<file path="src/rtl/dma_irq_pkg.sv">
package dma_irq_pkg;

  // Register byte offsets
  localparam logic [7:0] OFF_INT_MAP  = 8'h24;
  localparam logic [7:0] OFF_DONE_MAP = 8'h28;
  localparam logic [7:0] OFF_INT_CMD  = 8'h30;
  localparam logic [7:0] OFF_DONE_CMD = 8'h34;

  // Strobes from control to datapath, valid for one cycle
  typedef struct packed {
    logic intW1c;
    logic intClrOne;
    logic intClrAll;
    logic doneClrOne;
    logic doneClrAll;
  } bank_strobe_t;

endpackage

</file>
<file path="src/rtl/dma_irq_ctrl.sv">
module dma_irq_ctrl
  import dma_irq_pkg::*;
#(
  parameter int NUM_CH = 16,
  parameter int ADDR_W = 8,
  parameter int DATA_W = 32,
  parameter int CMD_W  = 8,
  localparam int IDX_W = $clog2(NUM_CH)
) (
  input  logic              clk,
  input  logic              rstN,
  input  logic              wrEn,
  input  logic [ADDR_W-1:0] addr,
  input  logic [DATA_W-1:0] wrData,
  input  logic [NUM_CH-1:0] intMap,
  input  logic [NUM_CH-1:0] doneMap,
  output bank_strobe_t      strobe,
  output logic [IDX_W-1:0]  cmdIdx,
  output logic [NUM_CH-1:0] w1cMask,
  output logic [DATA_W-1:0] rdData
);

  localparam int ALL_BIT = CMD_W - 2;

  logic [ALL_BIT-1:0] cmdLow;
  logic               cmdAll;
  logic               cmdGap;
  logic               cmdOne;
  logic               hitIntMap;
  logic               hitIntCmd;
  logic               hitDoneCmd;
  logic               unusedHigh;

  assign cmdLow = wrData[ALL_BIT-1:0];
  assign cmdAll = wrData[ALL_BIT];
  // Bits between the channel index and the clear-all bit mark a reserved value.
  assign cmdGap = |(cmdLow >> IDX_W);
  assign cmdOne = !cmdAll && !cmdGap;
  assign cmdIdx = wrData[IDX_W-1:0];
  assign w1cMask = wrData[NUM_CH-1:0];
  assign unusedHigh = ^wrData[DATA_W-1:NUM_CH];

  assign hitIntMap  = wrEn && (addr == ADDR_W'(OFF_INT_MAP));
  assign hitIntCmd  = wrEn && (addr == ADDR_W'(OFF_INT_CMD));
  assign hitDoneCmd = wrEn && (addr == ADDR_W'(OFF_DONE_CMD));

  always_comb begin
    strobe = '0;
    strobe.intW1c     = hitIntMap;
    strobe.intClrOne  = hitIntCmd && cmdOne;
    strobe.intClrAll  = hitIntCmd && cmdAll;
    strobe.doneClrOne = hitDoneCmd && cmdOne;
    strobe.doneClrAll = hitDoneCmd && cmdAll;
  end

  always_comb begin
    rdData = '0;
    if (addr == ADDR_W'(OFF_INT_MAP))       rdData[NUM_CH-1:0] = intMap;
    else if (addr == ADDR_W'(OFF_DONE_MAP)) rdData[NUM_CH-1:0] = doneMap;
  end

  // a single write produces at most one strobe
  p_one_strobe_r6: assert property (@(posedge clk) disable iff (!rstN)
    $onehot0(strobe));

  // reserved command values raise no clear strobe
  p_reserved_quiet_r6: assert property (@(posedge clk) disable iff (!rstN)
    (wrEn && cmdGap && !cmdAll) |->
      !(strobe.intClrOne || strobe.intClrAll || strobe.doneClrOne || strobe.doneClrAll));

endmodule

</file>
<file path="src/rtl/dma_irq_datapath.sv">
module dma_irq_datapath
  import dma_irq_pkg::*;
#(
  parameter int NUM_CH = 16,
  localparam int IDX_W = $clog2(NUM_CH)
) (
  input  logic              clk,
  input  logic              rstN,
  input  logic [NUM_CH-1:0] doneEvt,
  input  logic [NUM_CH-1:0] doneIntEn,
  input  bank_strobe_t      strobe,
  input  logic [IDX_W-1:0]  cmdIdx,
  input  logic [NUM_CH-1:0] w1cMask,
  output logic [NUM_CH-1:0] intMap,
  output logic [NUM_CH-1:0] doneMap
);

  logic [NUM_CH-1:0] intSet;
  logic [NUM_CH-1:0] intClr;
  logic [NUM_CH-1:0] doneClr;

  assign intSet = doneEvt & doneIntEn;

  for (genvar ch = 0; ch < NUM_CH; ch++) begin : g_ch
    logic idxHit;
    assign idxHit = (cmdIdx == IDX_W'(ch));
    assign intClr[ch]  = (strobe.intW1c && w1cMask[ch]) || strobe.intClrAll ||
                         (strobe.intClrOne && idxHit);
    assign doneClr[ch] = strobe.doneClrAll || (strobe.doneClrOne && idxHit);

    // A set in the same cycle as a clear leaves the bit at 1.
    always_ff @(posedge clk or negedge rstN) begin
      if (!rstN) begin
        intMap[ch]  <= 1'b0;
        doneMap[ch] <= 1'b0;
      end else begin
        intMap[ch]  <= (intMap[ch] && !intClr[ch]) || intSet[ch];
        doneMap[ch] <= (doneMap[ch] && !doneClr[ch]) || doneEvt[ch];
      end
    end
  end

  // a requested completion always leaves its interrupt bit set
  p_int_set_r2: assert property (@(posedge clk) disable iff (!rstN)
    1'b1 |=> ((intMap & $past(intSet)) == $past(intSet)));

  // every completion leaves its done bit set
  p_done_set_r3: assert property (@(posedge clk) disable iff (!rstN)
    1'b1 |=> ((doneMap & $past(doneEvt)) == $past(doneEvt)));

  // an interrupt bit rises only with a requested completion
  p_no_spurious_r3: assert property (@(posedge clk) disable iff (!rstN)
    1'b1 |=> ((intMap & ~$past(intMap) & ~$past(intSet)) == '0));

  // written ones without a competing set are cleared
  p_w1c_r4: assert property (@(posedge clk) disable iff (!rstN)
    strobe.intW1c |=> ((intMap & $past(w1cMask & ~intSet)) == '0));

  // clear-all leaves only bits set in the same cycle
  p_clr_all_r7: assert property (@(posedge clk) disable iff (!rstN)
    strobe.intClrAll |=> ((intMap & ~$past(intSet)) == '0));

  // done clear-all leaves only bits completed in the same cycle
  p_done_all_r8: assert property (@(posedge clk) disable iff (!rstN)
    strobe.doneClrAll |=> ((doneMap & ~$past(doneEvt)) == '0));

endmodule

</file>
<file path="src/rtl/dma_irq_bank.sv">
module dma_irq_bank
  import dma_irq_pkg::*;
#(
  parameter int NUM_CH = 16,
  parameter int ADDR_W = 8,
  parameter int DATA_W = 32,
  parameter int CMD_W  = 8,
  localparam int IDX_W = $clog2(NUM_CH)
) (
  input  logic              clk,
  input  logic              rstN,
  input  logic [NUM_CH-1:0] doneEvt,
  input  logic [NUM_CH-1:0] doneIntEn,
  input  logic              regWrEn,
  input  logic [ADDR_W-1:0] regAddr,
  input  logic [DATA_W-1:0] regWrData,
  output logic [DATA_W-1:0] regRdData,
  output logic [NUM_CH-1:0] irqOut
);

  bank_strobe_t      strobe;
  logic [IDX_W-1:0]  cmdIdx;
  logic [NUM_CH-1:0] w1cMask;
  logic [NUM_CH-1:0] intMap;
  logic [NUM_CH-1:0] doneMap;

  dma_irq_ctrl #(
    .NUM_CH(NUM_CH), .ADDR_W(ADDR_W), .DATA_W(DATA_W), .CMD_W(CMD_W)
  ) u_ctrl (
    .clk(clk), .rstN(rstN), .wrEn(regWrEn), .addr(regAddr), .wrData(regWrData),
    .intMap(intMap), .doneMap(doneMap), .strobe(strobe), .cmdIdx(cmdIdx),
    .w1cMask(w1cMask), .rdData(regRdData)
  );

  dma_irq_datapath #(.NUM_CH(NUM_CH)) u_dp (
    .clk(clk), .rstN(rstN), .doneEvt(doneEvt), .doneIntEn(doneIntEn),
    .strobe(strobe), .cmdIdx(cmdIdx), .w1cMask(w1cMask),
    .intMap(intMap), .doneMap(doneMap)
  );

  // interrupt lines follow the map with no qualification
  assign irqOut = intMap;

endmodule

</file>
<file path="config.mk">
export PLATFORM = sky130hd
export DESIGN_NAME = dma_irq_bank
export DESIGN_NICKNAME = d
export VERILOG_FILES = /design/src/rtl/dma_irq_pkg.sv /design/src/rtl/dma_irq_ctrl.sv /design/src/rtl/dma_irq_datapath.sv /design/src/rtl/dma_irq_bank.sv
export SDC_FILE = /design/constraint.sdc
export NUM_CORES = 1
export LEC_CHECK = 0
export BUFFER_PORTS_ARGS = -buffer_cell sky130_fd_sc_hd__buf_4
export CAP_MARGIN = 30
export CORE_ASPECT_RATIO = 1.25
export CORE_MARGIN = 2
export CORE_UTILIZATION = 49
export DETAILED_ROUTE_END_ITERATION = 8
export GPL_TIMING_DRIVEN = 0
export PLACE_DENSITY = 0.89
export SETUP_SLACK_MARGIN = 0.4
export SLEW_MARGIN = 10
export SYNTH_ARGS = -nofsm -noshare
export SYNTH_HDL_FRONTEND = slang
export SYNTH_HIERARCHICAL = 1
export SYNTH_SLANG_ARGS = --single-unit
export TNS_END_PERCENT = 1
</file>
<file path="constraint.sdc">
create_clock -name clk -period 1.6 [get_ports clk]
set_input_delay 0.08 -clock clk [delete_from_list [all_inputs] [get_ports clk]]
set_output_delay 0.08 -clock clk [all_outputs]
set_load 0.01 [all_outputs]
</file>
Word-level counts from Yosys, hierarchy flattened:

Cells that the tools add are included.
W data, S select, Z words.

* add/subtract/negate cells: 0
* reduce and logical (&&, ||, !) cells: 204
* shifts and indexed selects: 0
* div/mod/pow operators: 0
* equal/unequal tests: 19
* bitwise logic cells: 1
* $mul: 0
* magnitude comparators: 0
* multiplexer cells: 2

Operators with widths (number)
* $logic_and A1 B1 Y1: 88
* $logic_or A1 B1 Y1: 80
* $logic_not A1 Y1: 34
* $eq A4 B4 Y1 const B: 8
* $eq A8 B6 Y1 const B: 4
* $mux W16: 2
* $and A16 B16 Y16: 1
* $eq A4 B3 Y1 const B: 4
* $eq A4 B2 Y1 const B: 2
* $eq A4 B1 Y1 const B: 1
* $logic_not A4 Y1: 1
* $reduce_or A2 Y1: 1

* memory bits (writable): 0
* bits of input ports: 75
* bits in read-only memories: 0
* latch bits: 0
* memories kept: 0
* word-level logic and storage cells: 258
* register bits after elaboration: 32

Longest topological paths before layout:

Gate-level depths: netlist of the first run.

* depth after elaboration: 9
* mapped depth: 10

By module:

Netlist of the first run, hierarchy kept.

By module, submodules not included
* dma_irq_datapath: cells each 180, area each 1520.2 um2, instances 1
* dma_irq_ctrl: cells each 108, area each 839.6 um2, instances 1

Worst setup path before layout of the first run:

Ideal clock, no wire load.

* path kind: input -> register
* start: input regAddr[1]
* end: register u_dp.intMap[0]
* data arrival time: 1.668 ns
* required time: 1.479 ns
* path buffers: 0
* stages on the path: 5
* slack: -0.188 ns
* cell sequence: or4b_4 -> nor4_1 -> or3b_4 -> nor2_1 -> o21ai_1

RTL lines
* start: declaration: RTL line dma_irq_bank.sv:15 `input logic [ADDR_W-1:0] regAddr,`
* end signal: indexed assignment: RTL line dma_irq_datapath.sv:37 `intMap[ch] <= (intMap[ch] && !intClr[ch]) || intSet[ch];`
* end: declaration: RTL line dma_irq_datapath.sv:14 `output logic [NUM_CH-1:0] intMap,`

==> results of run 1 <==
## logic make-up after synthesis
family / after synthesis
buf+inv: 57
simple gates: 146
compound gates: 52
flops: 32
other cells: 1
## flip-flops by register name (all words and copies together), names as in the netlist
name          flops
u_dp/doneMap     16
u_dp/intMap      16
## worst max-delay path: cells and delay by family
| family | cells | cell delay, ns |
|---|---|---|
| AND/OR/NAND/NOR | 5 | 1.55 |
| buffers and inverters | 1 | 0.12 |
## per-layer routing
| metal | track usage [%] | vias to the layer above | wire [microns] | part of all wire (%) |
|---|---|---|---|---|
| met1 | 33.0 | 1254 | 2950 | 35 |
| met5 | 0 | - | 0 | 0 |
| li1 | - | 1179 | - | - |
| met3 | 6.99 | 55 | 857 | 10 |
| met2 | 52.9 | 221 | 4160 | 50 |
| met4 | 15.9 | 0 | 421 | 5.0 |
## placed cells by master, fill, tap and decap left out, drive strengths merged
| cell type | netlist | final |
|---|---|---|
| buf | 45 | 135 |
| nand3b | 52 | 52 |
| nand2 | 33 | 33 |
| dfrtp | 32 | 32 |
| nor2 | 32 | 32 |
| a21oi | 20 | 20 |
| clkbuf | 9 | 17 |
| a211oi | 16 | 16 |
| conb | 1 | 16 |
| o21ai | 16 | 16 |
| nor3 | 13 | 13 |
| nor4 | 4 | 4 |
| dlygate4sd3 | 0 | 3 |
| inv | 3 | 3 |
| or2 | 2 | 2 |
| or4b | 2 | 2 |
| nand2b | 2 | 2 |
| nand3 | 2 | 2 |
| or4bb | 1 | 1 |
| or3 | 1 | 1 |
| or3b | 1 | 1 |
| nor3b | 1 | 1 |
## report_power, final
part	switching [mW]	internal, mW
registers	0.00312	0.813
clock network	0.298	0.351
logic	0.210	0.201
total	0.511	1.36
## metrics by stage
step	setup slack (ns)	utilization (%)	hold slack (ns)
global route	-0.0224	75.5	0.0121
detailed placement	-0.596	66.6	0.0418
global placement	-0.571	66.6	0.0372
floorplan	-0.00683	-	-0.216
finish	0.0145	75.5	0.00356
CTS	0.0515	73.3	0.00169
## what timing repair did
| item | CTS | global route |
|---|---|---|
| pin swaps | 4 | 41 |
| setup buffers | 10 | 2 |
| resized for setup | 17 | 23 |
| hold buffers | 3 | 0 |
| endpoints found under the setup margin | 48 | 48 |
| hold endpoints to repair | 34 | 0 |
| cloned | 1 | 0 |
## layout make-up
class                   count  area share, %
well taps                  60           2.12
repair buffers             93           21.4
plain buffers              54           11.7
clock buffers               8           2.54
multi-input cells         214           39.4
flip-flops and latches     32           22.6
inverters                   3          0.318
## final timing paths
path                                    end            start  slack [ns]  cells after the start
max                         u_dp/doneMap[9]       regAddr[6]        0.01                      6
min                          u_dp/intMap[0]     doneIntEn[0]       0.004                      3
min in group asynchronous  u_dp/doneMap[10]             rstN        0.29                      2
max in group asynchronous   u_dp/doneMap[4]             rstN        1.00                      2
max reg2reg                 u_dp/doneMap[5]  u_dp/doneMap[5]        0.83                      2
min reg2reg                 u_dp/doneMap[7]  u_dp/doneMap[7]        0.53                      2
==> impl_metrics.env, run 1 <==
export IMPL_status="completed"
export IMPL_area_growth_pct=50.1
export IMPL_clock_skew_ns=0
export IMPL_diodes=0
export IMPL_hpwl_microns=5310
export IMPL_die_area_sq_mm=0.00539
export IMPL_synth_compound_area_share_pct=14.6
export IMPL_cts_tree="done"
export IMPL_grt_pass1_wl_microns=12100
export IMPL_hold_class="in2reg"
export IMPL_gp_congestion=0.945
export IMPL_first_pass_iters=5
export IMPL_cpPeakStageDelay_ns=0.60
export IMPL_core_area_sq_mm=0.00469
export IMPL_synth_simple_area_share_pct=34.9
export IMPL_drcViolationCount=0
export IMPL_die_h_microns=81.6
export IMPL_rows=28
export IMPL_synth_area_top_cells="dfrtp_1 (34%), nand3b_1 (17%), buf_4 (12%), nand2_1 (5.2%), nor2_1 (5.1%)"
export IMPL_maxSlewHeadroom_pct=52.6
export IMPL_finalWirelength_microns=8400
export IMPL_ir_worst_vdd_uv=480
export IMPL_setup_tns_ns=0
export IMPL_final_cells=464
export IMPL_cp_data_required_time_ns=1.77
export IMPL_crit_fanout=4
export IMPL_crit_slowest_cell="or4bb_4"
export IMPL_grt_pass1_vias=2593
export IMPL_initial_core_util_pct=50.3
export IMPL_ys_seq_elements=32
export IMPL_routedWlPerCell_microns=18.1
export IMPL_synth_cells=288
export IMPL_yosysSeqAreaShare_pct=33.9
export IMPL_clock_fmax_mhz=631
export IMPL_worstMarginPinSlew_ns=0.711
export IMPL_final_min_clock_period_ns=1.59
export IMPL_fillCellCount=343
export IMPL_ant_nets=0
export IMPL_async_flop_share_pct=100
export IMPL_regArea_sq_um=801
export IMPL_max_clock_path_buffers=2
export IMPL_finalCritPeriodShare_pct=99.1
export IMPL_clk_pin_slew_ns=0.06
export IMPL_setup_viol=0
export IMPL_track_usage_pct=29.9
export IMPL_drive_gt1_share_pct=44.6
export IMPL_nets=478
export IMPL_cts_sinks=32
export IMPL_htree_levels=2
export IMPL_ys_warn_count=6
export IMPL_startpoint_type="primary input"
export IMPL_rsz0062_at_grt="true"
export IMPL_grt_max_degree=33
export IMPL_ys_top_cells_by_count="nand3b_1 (52), buf_4 (37), nand2_1 (33), dfrtp_1 (32), nor2_1 (32)"
export IMPL_synth_top_area_cell="dfrtp_1"
export IMPL_clkLatencyLatePin_ns=0.28
export IMPL_antenna_found_initial=0
export IMPL_cts_root_buf="clkbuf_8"
export IMPL_synthMuxAreaShare_pct=0
export IMPL_setup_worst_path_end_class="flip-flop"
export IMPL_synth_top_family_by_area="simple AND/OR/NAND/NOR gates"
export IMPL_detail_route_vias_per_cell=5.84
export IMPL_synth_edf_count=0
export IMPL_arrival_ns=1.75
export IMPL_final_area_sq_mm=0.00354
export IMPL_synthXorXnorAreaFrac_pct=0
export IMPL_multi_input_area_sq_mm=0.00140
export IMPL_crit_type="in2reg"
export IMPL_avgSynthCellArea_sq_um=8.19
export IMPL_placedInstanceArea_sq_mm=0.00312
export IMPL_synthFlopType="dfrtp_1"
export IMPL_overflow=0
export IMPL_vias=2709
export IMPL_port_buffers=77
export IMPL_synth_area_sq_mm=0.00236
export IMPL_hold_viol=0
export IMPL_die_w_microns=66.1
export IMPL_synth_most_common_cell="nand3b_1"
export IMPL_path_cells="buf_4, or4bb_4, nor4_4, nand3b_1, nor3_2, nor2_1"
export IMPL_num_io_pins=123
export IMPL_drt_iter0_markers=267
export IMPL_place_inst=440
export IMPL_cts_buffers=5
export IMPL_p_leak_nw=1.47
export IMPL_p_total_mw=1.88
export IMPL_p_per_area_mw_per_mm2=530
export IMPL_final_max_slew_viol_count=0
export IMPL_synth_adder_area_share_pct=0
export IMPL_synth_top_area_share_pct=33.9
export IMPL_synth_cell_types=29
export IMPL_maxCapViolations=0
Note: power is estimated with default switching activity, not from simulation.
==> inputs of run 2 (changes only) <==
- clock period: 1.6 -> 1.85 ns (I/O delays scaled with it)
==> impl_metrics.env, run 2 (synthesis gave the netlist of run 1 again) <==
export IMPL_cpPeakStageDelay_ns=0.53
export IMPL_path_buf_inv=6
export IMPL_drt_iter0_markers=215
export IMPL_max_clock_path_buffers=2
export IMPL_grt_pass1_vias=2594
export IMPL_critical_path_depth=11
export IMPL_hold_ws_ns=0.0101
export IMPL_crit_slowest_cell="or4b_4"
export IMPL_clock_skew_ns=0
export IMPL_setup_viol=0
export IMPL_path_cells="buf_6, or4b_4, buf_8, buf_12, nor3_4, buf_6, clkbuf_16, buf_4, nand2_1, nand3b_1, o21ai_0"
export IMPL_first_pass_iters=5
export IMPL_hold_class="in2reg"
export IMPL_power_share_combinational_pct=21.4
export IMPL_reg2regPathDepth=2
export IMPL_cts_sinks=32
export IMPL_clkLatencyLatePin_ns=0.28
export IMPL_p_per_area_mw_per_mm2=465
export IMPL_clk_pin_slew_ns=0.06
export IMPL_seq_power_share_pct=43.7
export IMPL_drcViolationCount=0
export IMPL_p_sw_uw=437
export IMPL_hold_path_depth=3
export IMPL_drive_gt1_share_pct=42.6
export IMPL_setup_worst_path_end_class="flip-flop"
export IMPL_worstMarginPinSlew_ns=0.658
export IMPL_core_area_sq_mm=0.00469
export IMPL_routedWlPerCell_microns=17.7
export IMPL_final_cell_mix="buf_4 (117), nand3b_1 (52), nand2_1 (33)"
export IMPL_fillCellCount=353
export IMPL_nets=475
export IMPL_cts_tree="done"
export IMPL_rsz0062_at_grt="true"
export IMPL_grt_pass1_wl_microns=12200
export IMPL_crit_type="in2reg"
export IMPL_htree_levels=2
export IMPL_die_area_sq_mm=0.00539
export IMPL_detail_route_vias_per_cell=5.72
export IMPL_gp_congestion=0.945
export IMPL_fin_ws_ns=0.262
export IMPL_cpMostUsedCell="buf_6"
export IMPL_path_delay_family="simple AND/OR/NAND/NOR gates"
export IMPL_die_h_microns=81.6
export IMPL_cp_data_required_time_ns=2.01
export IMPL_hold_viol=0
export IMPL_area_growth_pct=47.0
export IMPL_clock_fmax_mhz=630
export IMPL_ant_nets=0
export IMPL_cts_root_buf="clkbuf_8"
export IMPL_placedInstanceArea_sq_mm=0.00312
export IMPL_final_common_cell="buf_4"
export IMPL_p_leak_nw=1.43
export IMPL_port_buffers=77
export IMPL_startpoint_type="primary input"
export IMPL_finalCritPeriodShare_pct=85.8
export IMPL_rows=28
export IMPL_overflow=0
export IMPL_initial_core_util_pct=50.3
export IMPL_p_int_mw=1.18
export IMPL_hpwl_microns=5310
export IMPL_reg_top3="u_dp/doneMap (16), u_dp/intMap (16)"
export IMPL_switching_share_pct=27.0
export IMPL_final_area_sq_mm=0.00347
export IMPL_post_place_ws_ns=-0.358
export IMPL_pwr_share_clk_pct=34.8
export IMPL_finalWirelength_microns=8170
export IMPL_crit_fanout=5
export IMPL_final_min_clock_period_ns=1.59
export IMPL_final_max_slew_viol_count=0
export IMPL_die_w_microns=66.1
export IMPL_vias=2637
export IMPL_diodes=0
export IMPL_grt_max_degree=33
export IMPL_status="completed"
export IMPL_cts_buffers=5
export IMPL_arrival_ns=1.75
export IMPL_maxSlewHeadroom_pct=56.1
export IMPL_maxCapViolations=0
export IMPL_track_usage_pct=30.4
export IMPL_num_io_pins=123
export IMPL_antenna_found_initial=0
export IMPL_ir_worst_vdd_uv=444
[run 2: cell count changes in the layout (fill, tap and decap cells not counted), sizes merged]
cell         previous run  this run
buf                   135       134
dlygate4sd3             3         1
[run 2: final cells by class]
cell class	instances	area, sq um	area share, %
Timing Repair Buffer	90	733	21.1
Tap cell	60	75.1	2.16
Multi-Input combinational cell	214	1350	38.8
Inverter	3	11.3	0.325
Sequential cell	32	801	23.1
Clock buffer	8	90.1	2.60
Buffer	54	414	11.9
[run 2: power by group through the flow]
stage | combinational [mW] | sequential, mW | clock (mW)
floorplan | 0.172 | 0.720 | 0
CTS | 0.334 | 0.706 | 0.560
detailed placement | 0.314 | 0.718 | 0
global placement | 0.308 | 0.718 | 0
finish | 0.346 | 0.706 | 0.562
global route | 0.368 | 0.706 | 0.590
[run 2: metal layers]
| metal | vias to the layer above | routed length [microns] | GRT usage [%] | part of all wire [%] |
|---|---|---|---|---|
| met4 | 0 | 426 | 18.2 | 5.2 |
| met3 | 50 | 818 | 6.58 | 10 |
| met5 | - | 0 | 0 | 0 |
| met2 | 185 | 4080 | 51.7 | 50 |
| li1 | 1176 | - | - | - |
| met1 | 1226 | 2850 | 35.0 | 35 |
[run 2: per-stage QoR]
| step | std cells | setup TNS (ns) | total power [mW] | utilization (%) |
|---|---|---|---|---|
| after CTS | 460 | 0 | 1.60 | 73.4 |
| after global placement | 440 | -3.19 | 1.03 | 66.6 |
| after global routing | 461 | 0 | 1.66 | 73.9 |
| after detailed placement | 440 | -4.21 | 1.03 | 66.6 |
| final | 461 | 0 | 1.61 | 73.9 |
| after floorplan | 303 | 0 | 0.891 | - |
[run 2: final timing paths]
path	from	to	slack (ns)
setup reg to reg	u_dp/doneMap[4]	u_dp/doneMap[4]	1.02
max in group asynchronous	rstN	u_dp/doneMap[2]	1.24
hold reg to reg	u_dp/doneMap[7]	u_dp/doneMap[7]	0.54
setup / recovery	regAddr[6]	u_dp/intMap[4]	0.26
min in group asynchronous	rstN	u_dp/doneMap[10]	0.30
hold / removal	doneIntEn[5]	u_dp/intMap[5]	0.01
[run 2: tightest hold or removal path, cell delays in order]
cell and delay (ns):
buf_4 0.08, nand2_1 0.03, o21ai_0 0.06
[run 2: what timing repair did]
action	CTS	global route
endpoints found under the setup margin	32	48
gates resized for setup	24	5
setup buffers	10	1
hold buffers	1	0
gates cloned	1	0
hold endpoints to repair	32	0
pin swaps	10	8
==> inputs of run 3 (changes only) <==
- ABC_AREA: default -> 1
- CORE_UTILIZATION: 49 -> 50
- HOLD_SLACK_MARGIN: default -> 0.15
- PLACE_DENSITY: 0.89 -> 0.9
==> impl_metrics.env, run 3 <==
export IMPL_drcViolationCount=0
export IMPL_reg2regPathDepth=4
export IMPL_synth_area_top_cells="dfrtp_1 (34%), nand2_1 (19%), nand3_1 (14%), buf_4 (13%), inv_1 (7.4%)"
export IMPL_overflow=0
export IMPL_rows=28
export IMPL_arrival_ns=1.53
export IMPL_clock_skew_ns=0
export IMPL_worstHoldStart="regWrData[4]"
export IMPL_die_h_microns=81.3
export IMPL_startpoint_type="primary input"
export IMPL_synth_cells=370
export IMPL_grt_pass1_wl_microns=13100
export IMPL_area_growth_pct=55.8
export IMPL_crit_fanout=10
export IMPL_hold_path_depth=5
export IMPL_synth_edf_count=0
export IMPL_hold_viol=0
export IMPL_fillCellCount=320
export IMPL_crit_slowest_cell="clkbuf_4"
export IMPL_avgSynthCellArea_sq_um=6.46
export IMPL_synth_most_common_cell="nand2_1"
export IMPL_cts_root_buf="clkbuf_8"
export IMPL_clock_fmax_mhz=735
export IMPL_num_io_pins=123
export IMPL_clkLatencyLatePin_ns=0.28
export IMPL_worstReg2RegStart="u_dp/intMap[7]"
export IMPL_maxCapViolations=0
export IMPL_ys_top_cells_by_count="nand2_1 (121), nand3_1 (65), inv_1 (47), buf_4 (41), dfrtp_1 (32)"
export IMPL_final_cell_mix="nand2_1 (121), buf_4 (118), nand3_1 (65)"
export IMPL_final_max_slew_viol_count=0
export IMPL_first_pass_iters=5
export IMPL_cp_data_required_time_ns=2.02
export IMPL_path_cells="buf_4, nor2_1, nand3_1, nor3_1, buf_4, clkbuf_2, clkbuf_4, a21oi_1, nand2_1, nand2_1"
export IMPL_setup_worst_path_end_class="flip-flop"
export IMPL_final_util_pct=79.9
export IMPL_drt_iter0_markers=273
export IMPL_p_leak_nw=2.17
export IMPL_worstMarginPinSlew_ns=0.495
export IMPL_htree_levels=2
export IMPL_final_cells=583
export IMPL_gp_congestion=0.941
export IMPL_vias=2955
export IMPL_initial_core_util_pct=51.3
export IMPL_setup_tns_ns=0
export IMPL_clk_pin_slew_ns=0.07
export IMPL_placedInstanceArea_sq_mm=0.00310
export IMPL_cts_sinks=32
export IMPL_place_inst=522
export IMPL_track_usage_pct=32.3
export IMPL_r2r_slack_ns=0.96
export IMPL_final_common_cell="nand2_1"
export IMPL_hold_class="in2reg"
export IMPL_finalWirelength_microns=8250
export IMPL_ys_warn_count=6
export IMPL_diodes=0
export IMPL_async_flop_share_pct=100
export IMPL_status="completed"
export IMPL_nets=597
export IMPL_rsz0062_at_grt="true"
export IMPL_synth_top_area_cell="dfrtp_1"
export IMPL_finalCritPeriodShare_pct=73.6
export IMPL_detail_route_vias_per_cell=5.07
export IMPL_routedWlPerCell_microns=14.2
export IMPL_crit_type="in2reg"
export IMPL_regArea_sq_um=801
export IMPL_grt_max_degree=33
export IMPL_cts_buffers=5
export IMPL_multi_input_area_sq_mm=0.00110
export IMPL_ir_worst_vdd_uv=446
export IMPL_die_w_microns=65.8
export IMPL_p_per_area_mw_per_mm2=439
export IMPL_synthFlopType="dfrtp_1"
export IMPL_antenna_found_initial=0
export IMPL_cts_tree="done"
export IMPL_setup_viol=0
export IMPL_synth_top_area_share_pct=33.5
export IMPL_die_area_sq_mm=0.00535
export IMPL_port_buffers=77
export IMPL_reg_top3="u_dp/doneMap (16), u_dp/intMap (16)"
export IMPL_drive_gt1_share_pct=27.2
export IMPL_synth_cell_types=17
export IMPL_hold_ws_ns=0.170
export IMPL_ys_seq_elements=32
export IMPL_synth_area_sq_mm=0.00239
export IMPL_crit_path_start="regAddr[1]"
export IMPL_cpPeakStageDelay_ns=0.27
export IMPL_final_area_sq_mm=0.00372
export IMPL_grt_pass1_vias=2941
export IMPL_maxSlewHeadroom_pct=66.9
export IMPL_hpwl_microns=5060
export IMPL_core_area_sq_mm=0.00466
export IMPL_yosysSeqAreaShare_pct=33.5
export IMPL_ant_nets=0
export IMPL_max_clock_path_buffers=2
export IMPL_final_min_clock_period_ns=1.36
## run 3: cell count changes in the layout (fill, tap and decap cells not counted), sizes merged, moves of 8 or more
cell and change:
a211oi -16, nor3 -8, buf -11, nand3 +63, inv +45, nand3b -52, nand2 +89, dlygate4sd3 +52
o21ai -16
## run 3: metal layers
layer  vias to the layer above  share of wire (%)  global-route usage, %
met5                         -                  0                      0
met1                      1338                 34                   34.4
met2                       189                 54                   59.4
li1                       1390                  -                      -
met4                         0                4.0                   16.5
met3                        38                8.1                   6.51
## run 3: cell families (layout without fill, tap and decap cells)
| group | Yosys count | in the layout | synth area share (%) |
|---|---|---|---|
| AO/OA/AOI/OAI | 16 | 16 | 3.35 |
| flip-flops | 32 | 32 | 33.5 |
| AND/OR/NAND/NOR | 222 | 222 | 40.0 |
| other | 1 | 16 | 0.157 |
| buffers and inverters | 99 | 237 | 23.0 |
## run 3: critical path: cells and delay by family
kind / cells / cell delay (ns)
compound gates: 1 / 0.10
buf+inv: 4 / 0.69
simple gates: 5 / 0.63
## run 3: what timing repair did
action / 4_1_cts / 5_1_grt
endpoints found under the hold margin: 64 / 0
buffers inserted: 0 / 0
hold buffers: 53 / 0
endpoints found under the setup margin: 0 / 3
resized for setup: 0 / 1
## run 3: metrics by stage
step,power (mW),worst slack (ns)
floorplan,0.865,0.674
global placement,0.982,0.300
detailed placement,0.988,0.253
CTS,1.62,0.551
global route,1.70,0.394
finish,1.64,0.489
## run 3: report_power, final
group	switching [mW]	leakage [nW]	total [mW]	internal (mW)
Combinational	0.162	1.84	0.375	0.213
Sequential	0.00256	0.281	0.706	0.703
Clock	0.251	0.0455	0.555	0.303
Total	0.416	2.17	1.64	1.22
## run 3: path summary, 6_finish.rpt
| path | endpoint |
|---|---|
| worst max-delay path | u_dp/intMap[2] |
| max in group asynchronous | u_dp/doneMap[10] |
| min in group asynchronous | u_dp/intMap[12] |
| worst max register to register | u_dp/intMap[7] |
| worst min-delay path | u_dp/intMap[4] |
| worst min register to register | u_dp/doneMap[8] |
## run 3: cell type report
type | instances | area share (%)
inverter | 48 | 4.84
sequential | 32 | 21.5
buffer | 51 | 9.98
clock buffer | 8 | 2.42
multi-input combinational | 254 | 29.4
tap | 60 | 2.02
timing repair buffer | 130 | 29.8
